<file path="config.mk">
export PLATFORM = sky130hd
export DESIGN_NAME = mcr_dual_view
export DESIGN_NICKNAME = d
export VERILOG_FILES = /design/src/rtl/mcr_pkg.sv /design/src/rtl/mcr_store.sv /design/src/rtl/mcr_route.sv /design/src/rtl/mcr_dual_view.sv
export SDC_FILE = /design/constraint.sdc
export NUM_CORES = 1
export LEC_CHECK = 0
export ABC_AREA = 1
export BUFFER_PORTS_ARGS = -buffer_cell sky130_fd_sc_hd__buf_2
export CAP_MARGIN = 0
export CORE_UTILIZATION = 42
export CTS_CLUSTER_DIAMETER = 100
export DETAILED_ROUTE_END_ITERATION = 16
export PLACE_DENSITY = 0.83
export SYNTH_ARGS = -nofsm -noshare
export SYNTH_HDL_FRONTEND = slang
export SYNTH_SLANG_ARGS = --single-unit
</file>
<file path="constraint.sdc">
create_clock -name clk_i -period 0.9 [get_ports clk_i]
set_input_delay 0.18 -clock clk_i [delete_from_list [all_inputs] [get_ports clk_i]]
set_output_delay 0.18 -clock clk_i [all_outputs]
set_load 0.02 [all_outputs]
</file>
<file path="src/rtl/mcr_pkg.sv">
package mcr_pkg;
  localparam int DATA_W = 8;
  localparam int MSEL_W = 3;
  localparam int STAT_W = 4;
  localparam int EXT_W  = DATA_W - 2;

  localparam int B_DTR  = 0;
  localparam int B_RTS  = 1;
  localparam int B_LRI  = 2;
  localparam int B_IEN  = 3;
  localparam int B_LOOP = 4;

  typedef struct packed {
    logic [MSEL_W-1:0] msel;
    logic              ir_pls;
    logic              tx_dfr;
    logic              dma_en;
  } ext_cfg_t;

  typedef struct packed {
    logic dcd;
    logic ri;
    logic cts;
    logic dsr;
  } mstat_t;
endpackage

</file>
<file path="src/rtl/mcr_store.sv">
module mcr_store
  import mcr_pkg::*;
(
  input  logic              clk_i,
  input  logic              rst_ni,
  input  logic              ext_mode_i,
  input  logic              wr_en_i,
  input  logic [DATA_W-1:0] wr_data_i,
  input  logic              alias_we_i,
  input  logic              alias_loop_i,
  output logic              dtr_o,
  output logic              rts_o,
  output logic              lri_o,
  output logic              ien_o,
  output logic              loop_o,
  output ext_cfg_t          ext_o
);
  logic     dtr_q, rts_q, lri_q, ien_q, loop_q;
  ext_cfg_t ext_q;

  logic wr_leg, wr_ext;
  assign wr_leg = wr_en_i && !ext_mode_i;
  assign wr_ext = wr_en_i && ext_mode_i;

  always_ff @(posedge clk_i or negedge rst_ni) begin
    if (!rst_ni) begin
      dtr_q  <= 1'b0;
      rts_q  <= 1'b0;
      lri_q  <= 1'b0;
      ien_q  <= 1'b0;
      loop_q <= 1'b0;
      ext_q  <= '0;
    end else begin
      if (wr_en_i) begin
        dtr_q <= wr_data_i[B_DTR];
        rts_q <= wr_data_i[B_RTS];
      end
      if (wr_ext) ext_q <= ext_cfg_t'(wr_data_i[DATA_W-1:2]);
      if (wr_leg) begin
        lri_q <= wr_data_i[B_LRI];
        ien_q <= wr_data_i[B_IEN];
      end
      // alias path wins over a same-cycle register write
      if (alias_we_i)  loop_q <= alias_loop_i;
      else if (wr_leg) loop_q <= wr_data_i[B_LOOP];
    end
  end

  assign dtr_o  = dtr_q;
  assign rts_o  = rts_q;
  assign lri_o  = lri_q;
  assign ien_o  = ien_q;
  assign loop_o = loop_q;
  assign ext_o  = ext_q;

  p_loop_hold_r7: assert property (@(posedge clk_i) disable iff (!rst_ni)
    (!alias_we_i && !wr_leg) |=> $stable(loop_q));
  p_alias_wins_r7: assert property (@(posedge clk_i) disable iff (!rst_ni)
    alias_we_i |=> (loop_q == $past(alias_loop_i)));
  p_ext_keep_r8: assert property (@(posedge clk_i) disable iff (!rst_ni)
    !wr_ext |=> $stable(ext_q));
  p_leg_keep_r8: assert property (@(posedge clk_i) disable iff (!rst_ni)
    !wr_leg |=> $stable({lri_q, ien_q}));
endmodule

</file>
<file path="src/rtl/mcr_route.sv">
module mcr_route
  import mcr_pkg::*;
(
  input  logic              clk_i,
  input  logic              rst_ni,
  input  logic              ext_mode_i,
  input  logic              dtr_i,
  input  logic              rts_i,
  input  logic              lri_i,
  input  logic              ien_i,
  input  logic              loop_i,
  input  ext_cfg_t          ext_i,
  input  logic [STAT_W-1:0] ext_stat_i,
  output logic [DATA_W-1:0] rd_data_o,
  output logic              dtr_no_o,
  output logic              rts_no_o,
  output logic              irq_en_o,
  output logic [STAT_W-1:0] mstat_o,
  output logic              dma_en_o,
  output logic              tx_defer_o,
  output logic              ir_pulse_o,
  output logic [MSEL_W-1:0] mode_sel_o
);
  mstat_t lb_leg, lb_ext;
  logic [STAT_W-1:0] lb_src;

  always_comb begin
    lb_leg = '{dcd: ien_i, ri: lri_i, cts: rts_i, dsr: dtr_i};
    lb_ext = '{dcd: rts_i, ri: dtr_i, cts: rts_i, dsr: dtr_i};
  end
  assign lb_src = ext_mode_i ? lb_ext : lb_leg;

  for (genvar g = 0; g < STAT_W; g++) begin : g_lane
    assign mstat_o[g] = loop_i ? lb_src[g] : ext_stat_i[g];
  end

  assign dtr_no_o = loop_i | ~dtr_i;
  assign rts_no_o = loop_i | ~rts_i;
  assign irq_en_o = ext_mode_i | loop_i | ien_i;

  assign dma_en_o   = ext_mode_i & ext_i.dma_en;
  assign tx_defer_o = ext_mode_i & ext_i.tx_dfr;
  assign ir_pulse_o = ext_mode_i & ext_i.ir_pls;
  assign mode_sel_o = ext_mode_i ? ext_i.msel : '0;

  always_comb begin
    rd_data_o = '0;
    rd_data_o[B_DTR] = dtr_i;
    rd_data_o[B_RTS] = rts_i;
    if (ext_mode_i) rd_data_o[DATA_W-1:2] = ext_i;
    else begin
      rd_data_o[B_LRI]  = lri_i;
      rd_data_o[B_IEN]  = ien_i;
      rd_data_o[B_LOOP] = loop_i;
    end
  end

  p_pins_idle_r2: assert property (@(posedge clk_i) disable iff (!rst_ni)
    loop_i |-> (dtr_no_o && rts_no_o));
  p_ext_pair_r4: assert property (@(posedge clk_i) disable iff (!rst_ni)
    (loop_i && ext_mode_i) |-> (mstat_o[0] == mstat_o[2] && mstat_o[1] == mstat_o[3]));
  p_irq_on_r6: assert property (@(posedge clk_i) disable iff (!rst_ni)
    (loop_i || ext_mode_i) |-> irq_en_o);
  p_rsvd_zero_r9: assert property (@(posedge clk_i) disable iff (!rst_ni)
    !ext_mode_i |-> (rd_data_o[DATA_W-1:B_LOOP+1] == '0));
  p_leg_export_r10: assert property (@(posedge clk_i) disable iff (!rst_ni)
    !ext_mode_i |-> (!dma_en_o && !tx_defer_o && !ir_pulse_o && mode_sel_o == '0));
endmodule

</file>
<file path="src/rtl/mcr_dual_view.sv">
module mcr_dual_view
  import mcr_pkg::*;
(
  input  logic              clk_i,
  input  logic              rst_ni,
  input  logic              ext_mode_i,
  input  logic              wr_en_i,
  input  logic [DATA_W-1:0] wr_data_i,
  input  logic              alias_we_i,
  input  logic              alias_loop_i,
  input  logic [STAT_W-1:0] ext_stat_i,
  output logic [DATA_W-1:0] rd_data_o,
  output logic              dtr_no_o,
  output logic              rts_no_o,
  output logic              irq_en_o,
  output logic [STAT_W-1:0] mstat_o,
  output logic              loop_o,
  output logic              dma_en_o,
  output logic              tx_defer_o,
  output logic              ir_pulse_o,
  output logic [MSEL_W-1:0] mode_sel_o
);
  logic     dtr, rts, lri, ien, loop;
  ext_cfg_t ext_cfg;

  mcr_store u_store (
    .clk_i        (clk_i),
    .rst_ni       (rst_ni),
    .ext_mode_i   (ext_mode_i),
    .wr_en_i      (wr_en_i),
    .wr_data_i    (wr_data_i),
    .alias_we_i   (alias_we_i),
    .alias_loop_i (alias_loop_i),
    .dtr_o        (dtr),
    .rts_o        (rts),
    .lri_o        (lri),
    .ien_o        (ien),
    .loop_o       (loop),
    .ext_o        (ext_cfg)
  );

  mcr_route u_route (
    .clk_i      (clk_i),
    .rst_ni     (rst_ni),
    .ext_mode_i (ext_mode_i),
    .dtr_i      (dtr),
    .rts_i      (rts),
    .lri_i      (lri),
    .ien_i      (ien),
    .loop_i     (loop),
    .ext_i      (ext_cfg),
    .ext_stat_i (ext_stat_i),
    .rd_data_o  (rd_data_o),
    .dtr_no_o   (dtr_no_o),
    .rts_no_o   (rts_no_o),
    .irq_en_o   (irq_en_o),
    .mstat_o    (mstat_o),
    .dma_en_o   (dma_en_o),
    .tx_defer_o (tx_defer_o),
    .ir_pulse_o (ir_pulse_o),
    .mode_sel_o (mode_sel_o)
  );

  assign loop_o = loop;

  p_reset_clear_r1: assert property (@(posedge clk_i) disable iff (!rst_ni)
    $rose(rst_ni) |-> (rd_data_o == '0 || wr_en_i || alias_we_i || $past(wr_en_i) || $past(alias_we_i)));
endmodule

</file>
; After elaboration in Yosys (flattened, before gate mapping)
; Index checks and enable logic that the tools add are counted.
[word_totals]
ff_bits = 11
input_bits = 18
out_inout_bits = 22
elab_cells = 31
[classes]
muxes = 9
n_bitwise = 9
reduce_logical = 4
[ops]
columns = cell, n
row1 = $mux 1, 6
row2 = $mux 3, 2
row3 = $mux 4, 1
row4 = $or 1x1->1, 4
row5 = $and 1x1->1, 3
row6 = $logic_and 1x1->1, 2
row7 = $not 1->1, 2
row8 = $reduce_bool 2->1, 1
row9 = $logic_not 1->1, 1

; Logic depth before layout (Yosys ltp)
; Gate-level depths: netlist of the first run.
[depth]
ltp_word = 4
ltp_mapped = 6
mapped_depth_nobuf = 5

; By module
; A second synthesis of the first run with hierarchy kept.
[unflattened]
hier_cells = 95
hier_area_um2 = 653.1
[by_module_without_submodules]
columns = module, n_inst, cells_per_inst, area_each_um2, seq_area_each_um2
row1 = mcr_store, 1, 51, 452.9, 275.3
row2 = mcr_route, 1, 44, 200.2, 0.0

; Least setup slack after synthesis of the first run
; OpenSTA, ideal clock, no wires.
[synth_path]
kind = register -> output
start = register u_store.loop_q (netlist: u_store.loop_o)
end = output port mstat_o[0]
arrival_ns = 1.131
required_ns = 0.720
slack_ns = -0.411
path_stages_with_launch = 3
n_path_buf = 0
path_cell_list = dfrtp_1 > inv_2 > o21ai_0
[synth_between]
elab_chain_cells = 1
[synth_lines]
columns = element, line_no
row1 = "start, declared", mcr_store.sv:18  ; logic dtr_q, rts_q, lri_q, ien_q, loop_q;
row2 = "start signal, assigned", mcr_store.sv:44  ; if (alias_we_i) loop_q <= alias_loop_i;
row3 = "start signal, assigned", mcr_store.sv:45  ; else if (wr_leg) loop_q <= wr_data_i[B_LOOP];
row4 = $mux 1, mcr_route.sv:34  ; assign mstat_o[g] = loop_i ? lb_src[g] : ext_stat_i[g];
row5 = "end, declared", mcr_dual_view.sv:16  ; output logic [STAT_W-1:0] mstat_o,
; Every way passes these cells.

; Final worst setup path of the first run
[layout_path]
start = register u_store.dtr_q (netlist: u_store.dtr_o)
end = output port mstat_o[2]
[layout_between]
elab_chain_cells = 2
[layout_lines]
columns = element, line_no
row1 = "start, declared", mcr_store.sv:18
row2 = "start signal, assigned", mcr_store.sv:35  ; dtr_q <= wr_data_i[B_DTR];
row3 = $mux 4, mcr_route.sv:31  ; assign lb_src = ext_mode_i ? lb_ext : lb_leg;
row4 = $mux 1, mcr_route.sv:34
; Every way passes these cells.

==> results.cfg, run 1 <==
[run_status]
status = finished with violations
violations = setup timing

[floorplanning]
rows = 14
start_util_pct = 45.65
die-area_um2 = 1823
die_x_um = 42.70
core_um2 = 1524
die_y_um = 42.70
io_pins = 40

[sta]
setup_viol_count_final = 22
fmax_mhz = 741.2
fin_ws_ns = -0.4492
clock_skew_ns = 0
rsz0062_at_grt = yes
period_share_pct = 149.9
slew_viol_final = 0
worst_pin_slew_ns = 0.2831
finalSetupTns_ns = -6.307
period_needed_ns = 1.349
hold_violations = 0
timing.slew.headroom_pct = 81.13

[clocking]
numCtsBuffers = 3
cts_buffer_depth = 2
h-tree-depth = 1
cts_tree = built
clk_pin_slew_ns = 0.08
clock_sinks = 11
clock-root-buffer = clkbuf_4
clk_latency_ns = 0.28

[global_route]
gr-total-overflow = 0
antenna_found_initial = 0
grt_max_degree = 12
grt_pass1_wl_mm = 3.167
grt_pass1_vias = 751
gr-usage-all-layers_pct = 23.19

[final_layout]
drive_gt1_share_pct = 65.99
stdcell_area_um2 = 1279
layout_common_cells = nand2_1 (27), buf_6 (25), buf_2 (17), buf_4 (14), dfrtp_1 (10)
area.growth.synth_to_final_pct = 83.81
fillCellCount = 88
final_common_cell = nand2_1
fin_util_pct = 83.91
antenna_cells = 0
fin_cells = 163
final_nets = 166

[power_and_ir_drop]
switchingPower_w = 0.0006861
swShare_pct = 37.42
intPower_w = 0.001147
p_seq_share_pct = 33.2
power.density_nw_per_um2 = 1434
leakagePower_nw = 0.7140
p_comb_share_pct = 48.2
ir_drop_mv = 1.411
clockPowerShare_pct = 18.6

[drt]
drcViolationCount = 0
wl_per_cell_um = 13.14
drtPass1Iterations = 4
viasPerCell = 4.822
wirelength_mm = 2.142
antenna_left = 0
drt-initial-drc-count = 9
vias = 786

[synthesis]
synthTopCellsByArea = dfrtp_1 (40%), nand2_1 (22%), buf_4 (6.5%), inv_1 (6.5%), nand3_2 (5.8%)
syn_inst = 93
synth_top_family_by_area = simple AND/OR/NAND/NOR gates
synth_fa_ha_area_share_pct = 0
synth_xor_area_share_pct = 0
yosys.area_share.simple_pct = 33.27
synth_area_per_cell_um2 = 7.480
synth_nets = 111
synth.cell_area_um2 = 695.7
ys_warn_count = 0
netlist.area_leader.share_pct = 39.57
synth_compound_area_share_pct = 8.273
synth_cell_type_count = 14
ys_ff_latch = 11
synthMuxAreaShare_pct = 0
yosysTopAreaCell = dfrtp_1
seq_area_frac_synth_pct = 39.57

[critical_path]
cp_max_fo = 3
crit_path_end_kind = primary output
startpoint_type = flop
arrival_ns = 1.17
worstSetupPathType = flop to primary output
cp.required_ns = 0.72

[placed_design]
dp_hpwl_mm = 1.319
pre_cts_ws_ns = -0.2073
io_buffers = 39
place.gp.congestion = 0.7863
place_area_um2 = 993.5
dp_cells = 150

[min_path]
hold_path_class = primary input to flop

[flow_run]
maxCapViolations = 0
## timing repair
action                                  4_1_cts  5_1_grt
endpoints found under the setup margin       22       23
hold endpoints to repair                     11        0
hold buffers                                  1        0
pin swaps                                     6        2
buffers inserted                              3        6
cloned                                        1        0
resized for setup                            51       11
## registers in the layout (all words and copies together) (netlist names)
name and cells:
u_store.ext_o 6, u_store.ien_o 1, u_store.dtr_o 1, u_store.loop_o 1, u_store.rts_o 1, u_store.lri_o 1
## metal layers
layer | GRT usage (%) | wire length (um) | vias to the layer above
met5 | 0 | 0 | -
met4 | 3.750 | 46 | 0
met1 | 29.23 | 806 | 362
met2 | 40.00 | 1179 | 34
met3 | 6.383 | 110 | 6
li1 | - | - | 384
## logic make-up (layout without fill, tap and decap cells)
kind of cell / after synthesis / count (layout)
flip-flops: 11 / 11
AO/OA/AOI/OAI: 10 / 10
AND/OR/NAND/NOR: 50 / 50
buffers and inverters: 22 / 76
## power by group through the flow
stage / logic, W / registers, W / clock network (W)
final: 0.000884 / 0.000608 / 0.000341
after CTS: 0.000804 / 0.000602 / 0.000351
after floorplan: 0.000433 / 0.000605 / 0
after global routing: 0.000938 / 0.000617 / 0.000374
after global placement: 0.000604 / 0.000600 / 0
after detailed placement: 0.000622 / 0.000603 / 0
## worst paths after layout
path,start,to,slack [ns],depth (start not counted)
hold / removal,wr_data_i[1],u_store.rts_o$_DFFE_PN0P_,0.12,3
hold reg to reg,u_store.ext_o[5]$_DFFE_PN0P_,u_store.ext_o[5]$_DFFE_PN0P_,0.48,2
setup / recovery,u_store.dtr_o$_DFFE_PN0P_,mstat_o[2],-0.45,5
setup reg to reg,u_store.lri_o$_DFFE_PN0P_,u_store.lri_o$_DFFE_PN0P_,0.01,4
max in group asynchronous,rst_ni,u_store.loop_o$_DFFE_PN0P_,0.39,2
min in group asynchronous,rst_ni,u_store.ext_o[0]$_DFFE_PN0P_,0.29,2
## stage by stage
| step | hold WS (ns) | power (W) |
|---|---|---|
| after floorplan | -0.1156 | 0.001038 |
| after global placement | 0.06024 | 0.001204 |
| after detailed placement | 0.06285 | 0.001225 |
| after CTS | 0.1163 | 0.001757 |
| after global routing | 0.1559 | 0.001929 |
| final | 0.1213 | 0.001833 |
## worst max-delay path, cell delays in order, from the launching register on
cell and delay, ns:
dfrtp_1 0.41, nand2_1 0.10, nand2_1 0.08, nand2_1 0.11
nand2_4 0.06, buf_6 0.12
## area by class of cell
class                   count  area, um2  share of cell area [%]
multi-input cells          60      404.1                   31.60
flip-flops and latches     11      276.5                   21.62
repair buffers             57      481.7                   37.67
inverters                  14      62.56                   4.892
clock inverters             1      5.005                  0.3914
repair inverters            1      6.256                  0.4892
well taps                  16      20.02                   1.566
clock buffers               3      22.52                   1.761
## synthesized netlist by cell type (all sizes together)
library cell and number:
buf 8, dfrtp 11, inv 14, nand2 43, nand3 7, o21ai 10
Power figures use the tool's default switching activity.
==> inputs of run 2 (changes only) <==
- CORE_UTILIZATION: 42 -> 45
- PLACE_DENSITY: 0.83 -> 0.88
- clock period: 0.9 -> 1.7 ns (I/O delays scaled with it)
==> run 2 against run 1 <==
Critical endpoint is now mstat_o[1]. The run now ends clean. Utilization is 20 points lower. Sequential cell count stayed put. Critical path depth is 1 lower.
==> results.cfg, run 2 (same netlist as run 1, synthesis figures left out) <==
[floorplanning]
die_x_um = 41.32
start_util_pct = 50.92
io_pins = 40
rows = 13
die_y_um = 41.32
core_um2 = 1366
die-area_um2 = 1707

[clocking]
h-tree-depth = 1
clock_sinks = 11
clk_latency_ns = 0.27
clock-root-buffer = clkbuf_4
numCtsBuffers = 3
cts_buffer_depth = 2
clk_pin_slew_ns = 0.08
cts_tree = built

[drt]
viasPerCell = 4.840
wl_met2_um = 769
drcViolationCount = 0
dr.max_layer_used = met4
wl_met1_um = 628
wirelength_mm = 1.512
route.met3.wl_um = 76
antenna_left = 0
wl_per_cell_um = 10.50
drtPass1Iterations = 4
vias = 697
drt-initial-drc-count = 18

[global_route]
grt_pass1_wl_mm = 2.083
gr-usage-all-layers_pct = 19.24
grt_max_degree = 17
antenna_found_initial = 0
grt_pass1_vias = 523
gr-total-overflow = 0

[min_path]
whs_path_depth = 3
hold_end = u_store.rts_o$_DFFE_PN0P_
hold_path_startpoint = wr_data_i[1]
hold_path_class = primary input to flop

[final_layout]
fillCellCount = 131
antenna_cells = 0
largest_reg_flops = 6
drive_gt1_share_pct = 40.31
multi_input_area_um2 = 289.0
final_nets = 148
layout_common_cells = nand2_1 (41), buf_2 (39), inv_1 (12), dfrtp_1 (11)
fin_cells = 144
final_common_cell = nand2_1
seq_area_um2 = 275.3
area.growth.synth_to_final_pct = 25.00

[sta]
rsz0062_at_grt = no
worst_pin_slew_ns = 0.3820
setup_viol_count_final = 0
timing.slew.headroom_pct = 74.53
slew_viol_final = 0
clock_skew_ns = 0
period_needed_ns = 1.566
hold_violations = 0
finalSetupTns_ns = 0
period_share_pct = 92.12
fmax_mhz = 638.5

[placed_design]
dp_cells = 139
io_buffers = 39
place.gp.congestion = 0.7942
dp_hpwl_mm = 1.177

[critical_path]
cp_max_fo = 10
critical_path.reg2reg.startpoint = u_store.loop_o$_DFFE_PN0P_
startpoint_type = flop
reg2reg_depth = 2
r2r_setup_slack_ns = 0.99
cp.required_ns = 1.36
reg2reg_to = u_store.loop_o$_DFFE_PN0P_
worstSetupPathType = flop to primary output
crit_path_end_kind = primary output
arrival_ns = 1.23

[power_and_ir_drop]
power.density_nw_per_um2 = 873.6
switchingPower_w = 0.0002891
p_comb_share_pct = 33.6
ir_drop_mv = 0.5571
clockPowerShare_pct = 25.2
intPower_w = 0.0004705
leakagePower_nw = 0.5676
swShare_pct = 38.06
p_seq_share_pct = 41.2
power.total_w = 0.0007597

[run_status]
status = finished, final reports clean

[flow_run]
maxCapViolations = 0
[run 2: changes by cell type in the layout (fill, tap and decap cells not counted), sizes merged]
cell and change:
buf -17, clkinv -1, clkbuf +1, inv -1
[run 2: final cells by class]
cell class / count / area share (%)
multi-input combinational: 60 / 33.24
sequential: 11 / 31.65
timing repair buffer: 40 / 23.60
inverter: 14 / 6.331
clock buffer: 4 / 3.022
tap: 15 / 2.158
[run 2: per-stage QoR]
step / setup WS, ns / hold slack, ns / utilization, % / area, um2
2_1_floorplan: 0.2290 / 0.04441 / - / 695.7
3_3_place_gp: 0.2499 / 0.2159 / 60.99 / 833.3
3_5_place_dp: 0.2201 / 0.2256 / 60.99 / 833.3
4_1_cts: 0.1377 / 0.2810 / 63.64 / 869.6
5_1_grt: 0.03556 / 0.2988 / 63.64 / 869.6
6_report: 0.1339 / 0.2843 / 63.64 / 869.6
[run 2: how the worst max path moves through the flow]
stage / start / cells after the start / slack, ns / to
6_report: u_store.loop_o$_DFFE_PN0P_ / 4 / 0.13 / mstat_o[1]
5_1_grt: u_store.loop_o$_DFFE_PN0P_ / 4 / 0.04 / mstat_o[1]
4_1_cts: u_store.loop_o$_DFFE_PN0P_ / 4 / 0.14 / mstat_o[1]
3_5_place_dp: ext_mode_i / 7 / 0.22 / mstat_o[2]
3_3_place_gp: ext_mode_i / 7 / 0.25 / mstat_o[2]
2_1_floorplan: u_store.loop_o$_DFFE_PN0P_ / 2 / 0.23 / mstat_o[0]
[run 2: timing repair]
item / CTS / global route
hold endpoints to repair: 11 / 0
endpoints found under the setup margin: 0 / 0
gates resized for setup: 0 / 0
hold buffers: 1 / 0
buffers inserted: 0 / 0
[run 2: power by group through the flow]
stage | clock network [W] | logic (W) | registers, W
global route | 0.000206 | 0.000285 | 0.000317
global placement | 0 | 0.000249 | 0.000315
CTS | 0.000189 | 0.000258 | 0.000312
floorplan | 0 | 0.000185 | 0.000316
detailed placement | 0 | 0.000256 | 0.000317
finish | 0.000192 | 0.000255 | 0.000313
[run 2: critical path, stage by stage, from the launching register on]
cell and delay (ns):
dfrtp_1 0.44, inv_2 0.17, nand2_1 0.07, o21ai_0 0.08, buf_2 0.19
[run 2: metal layers]
layer  track usage (%)  up-vias
met3             4.787        5
met1             22.90      319
met4             8.871        0
met2             32.42       24
met5                 0        -
li1                  -      349
==> inputs of run 3 (changes only) <==
- ABC_AREA: 1 -> unset
- CORE_UTILIZATION: 45 -> 44
==> run 3 against run 2 <==
Routed wire length down 9.5%. Fmax shrank 4.3%. Via count is 24% lower. Register-to-register slack worse by 0.34 ns. Utilization rose by 0.051 points. Critical path type unchanged. Highest routed layer unchanged.
==> results.cfg, run 3 <==
[synthesis]
synth_edf_count = 0
synth.cell_area_um2 = 653.1
seq_area_frac_synth_pct = 42.15
synth_nets = 72
netlist.area_leader.share_pct = 42.15
ys_ff_latch = 11
yosysMostFrequentCell = dfrtp_1
synth_cell_type_count = 19
ys_warn_count = 0
synthTopCellsByArea = dfrtp_1 (42%), mux2_4 (14%), mux2_2 (10%), and2_1 (5.7%), buf_4 (5.7%)
synth_common_cells = dfrtp_1 (11), and2_1 (6), mux2_2 (6), mux2_4 (6), buf_4 (5)
yosysTopAreaCell = dfrtp_1
syn_inst = 54
ys_async_sr_fraction_pct = 100.0
synthFlopType = dfrtp_1
synth_area_per_cell_um2 = 12.09

[critical_path]
path_buf_inv = 1
reg2reg_depth = 2
cp.required_ns = 1.36
critical_path_cell_count = 2
worstSetupPathType = flop to primary output
r2r_setup_slack_ns = 0.65
path_cells = mux2_2 > buf_2
critPathMaxStageDelay_ns = 0.50
startpoint_type = flop
cpMaxStageDelayCell = dfrtp_1
cpLargestDelayFamily = flip-flops
reg2reg_to = u_store.loop_o$_DFFE_PN0P_
arrival_ns = 1.30
crit_path_end_kind = primary output
cp_max_fo = 9
critical_path.reg2reg.startpoint = u_store.loop_o$_DFFE_PN0P_

[clocking]
cts_tree = built
cts_buffer_depth = 2
h-tree-depth = 1
clock_sinks = 11
clock-root-buffer = clkbuf_4
clk_pin_slew_ns = 0.06
clk_latency_ns = 0.27
numCtsBuffers = 3

[min_path]
hold_path_class = primary input to flop
hold_end = u_store.rts_o$_DFFE_PN0P_
whs_path_depth = 2
hold_path_startpoint = wr_data_i[1]

[power_and_ir_drop]
switchingPower_w = 0.0002650
clockPowerShare_pct = 22.9
leakagePower_nw = 0.4572
power.density_nw_per_um2 = 917.1
swShare_pct = 34.01
p_comb_share_pct = 35.2
ir_drop_mv = 0.4225
intPower_w = 0.0005142
p_seq_share_pct = 41.8

[final_layout]
final_common_cell = buf_2
fin_util_pct = 63.70
layout_common_cells = buf_2 (39), dfrtp_1 (11), and2_1 (6), mux2_2 (6), mux2_4 (6)
antenna_cells = 0
final_nets = 110
largest_reg_flops = 6
drive_gt1_share_pct = 61.54
area.growth.synth_to_final_pct = 30.08

[floorplanning]
die_y_um = 40.53
io_pins = 40
start_util_pct = 48.97
die_x_um = 40.53
die-area_um2 = 1642
rows = 13
core_um2 = 1334

[global_route]
gr-max-usage-layer = met2
grt_max_degree = 16
gr-usage-all-layers_pct = 18.03
gr-usage-met1_pct = 18.64
use_met3_pct = 8.333
antenna_found_initial = 0
grt_pass1_vias = 405
grtUsageMet2_pct = 29.76
grt_pass1_wl_mm = 1.787
gr-total-overflow = 0

[drt]
drt-initial-drc-count = 12
antenna_left = 0
drtPass1Iterations = 4
vias = 530
viasPerCell = 5.000
drcViolationCount = 0
wl_per_cell_um = 12.92
wirelength_mm = 1.369

[placed_design]
place.gp.congestion = 0.6796
dp_hpwl_mm = 1.062
io_buffers = 39
pre_cts_ws_ns = 0.2345

[sta]
setup_viol_count_final = 0
slew_viol_final = 0
fmax_mhz = 610.8
fin_ws_ns = 0.06292
period_share_pct = 96.30
rsz0062_at_grt = no
worst_pin_slew_ns = 0.2618
timing.slew.headroom_pct = 82.27
finalSetupTns_ns = 0
clock_skew_ns = 0
hold_violations = 0
period_needed_ns = 1.637

[run_status]
status = finished, final reports clean

[flow_run]
maxCapViolations = 0
[run 3: cell count changes after synthesis, moves of 3 or more]
cell,before,now
and2_1,0,6
inv_1,12,1
mux2_2,0,6
mux2_4,0,6
nand2_1,41,3
nand3_1,3,0
nand3_2,4,0
o21ai_0,4,0
o21ai_1,4,0
[run 3: repair_timing]
| action | in CTS | in global routing |
|---|---|---|
| gates resized for setup | 0 | 0 |
| buffers inserted | 0 | 0 |
| endpoints found under the hold margin | 11 | 0 |
| hold buffers | 1 | 0 |
[run 3: cell type report]
class	count	area, um2
Inverter	1	3.754
Fill cell	118	484.2
Timing Repair Buffer	40	205.2
Multi-Input combinational cell	35	320.3
Tap cell	15	18.77
Clock buffer	4	26.28
Sequential cell	11	275.3
[run 3: power groups by stage]
stage / Clock (W) / Sequential (W) / Combinational (W)
final: 0.000179 / 0.000326 / 0.000275
after global placement: 0 / 0.000328 / 0.000269
after CTS: 0.000187 / 0.000326 / 0.000277
after floorplan: 0 / 0.000322 / 0.000203
after global routing: 0.000196 / 0.000331 / 0.000300
after detailed placement: 0 / 0.000331 / 0.000274
[run 3: worst max-delay path by stage]
stage / start / end / slack, ns
2_1_floorplan: u_store.loop_o$_DFFE_PN0P_ / irq_en_o / 0.30
3_3_place_gp: ext_mode_i / rd_data_o[2] / 0.25
3_5_place_dp: ext_mode_i / rd_data_o[3] / 0.23
4_1_cts: u_store.loop_o$_DFFE_PN0P_ / mstat_o[0] / 0.06
5_1_grt: u_store.loop_o$_DFFE_PN0P_ / mstat_o[1] / 0.02
6_report: u_store.loop_o$_DFFE_PN0P_ / mstat_o[0] / 0.06
[run 3: stage by stage]
stage | area (um2) | hold slack (ns) | total power, W | instances
2_1_floorplan | 653.1 | 0.04441 | 0.0005249 | 54
3_3_place_gp | 813.3 | 0.2149 | 0.0005977 | 101
3_5_place_dp | 813.3 | 0.2213 | 0.0006057 | 101
4_1_cts | 849.6 | 0.2892 | 0.0007907 | 106
5_1_grt | 849.6 | 0.2978 | 0.0008280 | 106
6_report | 849.6 | 0.2991 | 0.0007792 | 106
[run 3: layer usage]
metal / wire, um / up-vias
met2: 718 / 29
met4: 21 / 0
li1: - / 254
met1: 518 / 243
met5: 0 / -
met3: 111 / 4
[run 3: worst reg2reg max path, cell delays in order (launching register included)]
cell	delay, ns
dfrtp_1	0.50
inv_1	0.14
o311ai_1	0.31
[run 3: cells by family (layout without fill, tap and decap cells)]
kind of cell | count (synthesis) | in the layout | synth area share (%)
AO/OA/AOI/OAI | 4 | 4 | 4.024
buffers and inverters | 8 | 45 | 8.811
flip-flops | 11 | 11 | 42.14
multiplexers | 16 | 16 | 30.65
AND/OR/NAND/NOR | 15 | 15 | 14.37
